[config.mk]
export PLATFORM = sky130hd
export DESIGN_NAME = opnd_bypass_sel
export DESIGN_NICKNAME = d
export VERILOG_FILES = /design/src/rtl/opnd_bypass_sel.sv
export SDC_FILE = /design/constraint.sdc
export NUM_CORES = 1
export LEC_CHECK = 0
export BUFFER_PORTS_ARGS = -buffer_cell sky130_fd_sc_hd__buf_2
export CAP_MARGIN = 20
export CORE_AREA = 2 2 39 41
export DETAILED_ROUTE_END_ITERATION = 10
export DIE_AREA = 0 0 41 43
export PLACE_DENSITY_LB_ADDON = 0.08
export SYNTH_ARGS = -nofsm -noshare
export SYNTH_HDL_FRONTEND = slang
export SYNTH_SLANG_ARGS = --single-unit
[constraint.sdc]
create_clock -name vclk -period 2.8
set_clock_uncertainty 0.1 [all_clocks]
set_input_delay 0.14 -clock vclk [all_inputs]
set_output_delay 0.14 -clock vclk [all_outputs]
set_load 0.03 [all_outputs]
[src/rtl/opnd_bypass_sel.sv]
module opnd_bypass_sel #(
  parameter int IDX_W = 5
) (
  input  logic [IDX_W-1:0] rs_a,
  input  logic [IDX_W-1:0] rs_b,
  input  logic [IDX_W-1:0] ex_rd,
  input  logic             ex_wen,
  input  logic             ex_load,
  input  logic [IDX_W-1:0] mem_rd,
  input  logic             mem_wen,
  input  logic             mem_load,
  output logic [1:0]       sel_a,
  output logic [1:0]       sel_b,
  output logic             stall_req
);
  localparam logic [1:0] SEL_FILE = 2'b00;
  localparam logic [1:0] SEL_EX   = 2'b01;
  localparam logic [1:0] SEL_MEM  = 2'b10;

  logic ex_live, mem_live;
  assign ex_live  = ex_wen  && (ex_rd  != '0);
  assign mem_live = mem_wen && (mem_rd != '0);

  logic [IDX_W-1:0] src [2];
  logic [1:0]       sel [2];
  logic [1:0]       hold;

  assign src[0] = rs_a;
  assign src[1] = rs_b;

  for (genvar i = 0; i < 2; i++) begin : g_opnd
    logic hit_ex, hit_mem;
    assign hit_ex  = ex_live  && (src[i] == ex_rd);
    assign hit_mem = mem_live && (src[i] == mem_rd);
    assign hold[i] = hit_ex && ex_load;
    assign sel[i]  = (hit_ex && !ex_load)   ? SEL_EX  :
                     (hit_mem && !mem_load) ? SEL_MEM : SEL_FILE;
  end

  assign sel_a     = sel[0];
  assign sel_b     = sel[1];
  assign stall_req = |hold;
endmodule


==> results.md <==
* Run status: complete, no violations
* Vias in the first global route at 395
* Netlist Area Pre-Place at 314.1 sq um
* Routed WL per cell at 10.95 um
* Worst Path Max Fanout at 3
* Sw Pwr at 32.58 uW
* Per-instance average area after synthesis at 8.053 sq um
* Critical Path Sink Type: primary output
* Distinct cell type count after synthesis at 14
* Switching share of power at 50.48%
* Final setup violating endpoints at 0
* Floorplan die height at 43 um
* Weighted congestion reported at the end of routability-driven placement at 0.6921
* Starting density of the core at 22.69%
* Highest ir drop seen on vdd at 0.03741 mV
* Global Route Usage Sum at 11.29%
* Launch point of the critical path: ex_rd[3]
* Period Utilization, post-route at 63.12%
* Diode count at 0
* Vias/cell at 4.643
* Number of warning messages in the yosys log at 0
* Crit path time final at 1767 ps
* Floorplan die area at 0.001763 sq mm
* Tightest Pin Transition at 349.2 ps
* Cell Chain, Critical Path: buf_2, or4_4, o21ai_2, nor4_2, nor4_2, buf_2
* Detailed Routing Iterations Pass 1 at 1
* Footprint of the flip-flops and latches at 0 sq um
* Number of DRC violations after detailed routing at 0
* Startpoint of the worst hold path: mem_load
* Worst Setup Path Type: input port to primary output
* Largest net degree at the start of global routing at 5
* Buffer count from post-CTS setup fixing at 0
* Part of the power in registers at 0%
* Standard cell with the maximum stage delay on the critical path: or4_4
* Quantity of I/O buffers inserted on ports at 29
* PostCTS Resize Cnt at 0
* Static leakage at 0.0002137 uW
* Drt initial violations at 0
* Residual overflow from global routing at 0
* Design internal power at 31.97 uW
* Maximum clock rate at 565.8 MHz
* Antenna violations before repair at 0
* Share of post-route cells with drive strength above 1 at 50.00%
* Total nets after synthesis at 63
* Filler instances at 163
* Unrepaired setup endpoints after global routing: no
* Layout overhead on the synthesized area at 52.59%
* Syn Inst Count at 39
* Path class of the lowest-slack min-delay path: input port to primary output
* Wire length of the first global-routing pass at 1.483 mm
* Register area share after synthesis at 0%
* Number of buffers added to fix hold violations after cts at 0
* Number of nets still failing antenna checks after routing at 0
* Flip-flop and latch count at 0
* Critical path required time at 2560 ps
* Ratio of total power to cell area at 134.7 mW/mm^2
* Core Box Area at 0.001384 sq mm
* Clkbuf count at 0
* Total number of nets in the final design at 94
* Setup TNS at 0 ps
* Max-cap violations at 0
* Crit path arrival time at 1530 ps
* DIE WIDTH at 41 um
* Worst-case headroom to the max-slew limit at 76.50%
* Core utilization of the finished layout at 34.63%
* Worst Setup Slack post-DPL at 1020 ps
* Placement Rows at 14
* Io pins at 29
* Final hold violations at 0
* Total routed wirelength at 920 um
* Nature of the critical path startpoint: input port
* Final setup margin at 1033 ps
* Max Transition Viols Final at 0
* Slowest cell delay on critical path at 540 ps
* Part of the total power dissipated in combinational logic at 100.0%
* Via count at 390
* Clock share of power at 0%
==> worst max-delay path, delay by kind of cell <==
kind	cells	cell delay (ps)
buffers and inverters	2	350
AOI/OAI and AO/OA	1	160
and+or+nand+nor	3	880
==> path summary, 6_finish.rpt <==
check,endpoint,slack (ps),depth (start not counted)
setup / recovery,sel_b[1],1030,6
hold / removal,sel_a[1],560,5
==> stage by stage <==
step | instance area (sq um) | cells | hold WS (ps) | total power (uW)
after global placement | 479.2 | 84 | 563.9 | 65.87
after detailed placement | 479.2 | 84 | 559.8 | 65.47
after global routing | 479.2 | 84 | 580.6 | 71.91
after CTS | 479.2 | 84 | 562.7 | 65.77
final | 479.2 | 84 | 556.6 | 64.55
after floorplan | 314.1 | 39 | 371.4 | 32.62
==> routing by layer <==
layer	track usage [%]	wire [um]	part of all wire [%]	up-vias
met5	0	0	0	-
met4	0	0	0	0
met3	0.5236	38	4.1	0
met2	22.81	493	54	11
met1	12.34	388	42	178
li1	-	-	-	201
==> layout make-up <==
class,count,area (sq um),area share (%)
timing repair buffer,29,145.1,30.29
tap,16,20.02,4.178
multi-input combinational,39,314.1,65.54
==> cell usage after synthesis, drive strengths merged <==
cell	n	area share, %
xor2	12	33
xnor2	8	22
nand3	3	4.8
nor4	3	10
or4	3	8.4
nor3	2	3.2
o21ai	2	5.6
or3	2	4.0
a21oi	1	1.6
and2b	1	2.4
nor2b	1	2.0
o211ai	1	2.4
==> power groups by stage <==
stage / logic (uW) / registers [uW] / clock network (uW)
floorplan: 32.6 / 0 / 0
global placement: 65.9 / 0 / 0
detailed placement: 65.5 / 0 / 0
CTS: 65.8 / 0 / 0
global route: 71.9 / 0 / 0
finish: 64.6 / 0 / 0
==> logic make-up after synthesis <==
| logic type | count (synthesis) | share of synthesized area (%) |
|---|---|---|
| AND/OR/NAND/NOR | 15 | 34.66 |
| XOR/XNOR | 20 | 55.78 |
| AO/OA/AOI/OAI | 4 | 9.562 |
==> layout by cell type, fill, tap and decap left out <==
master / Yosys / routed
o211ai_1: 1 / 1
or4_1: 2 / 2
or3_1: 2 / 2
buf_2: 0 / 29
xnor2_1: 8 / 8
a21oi_1: 1 / 1
nor2b_1: 1 / 1
nor4_2: 2 / 2
xor2_1: 12 / 12
o21ai_2: 2 / 2
nor3_1: 2 / 2
or4_4: 1 / 1
and2b_1: 1 / 1
nor4_1: 1 / 1
nand3_1: 3 / 3
Power figures use the tool's default switching activity.
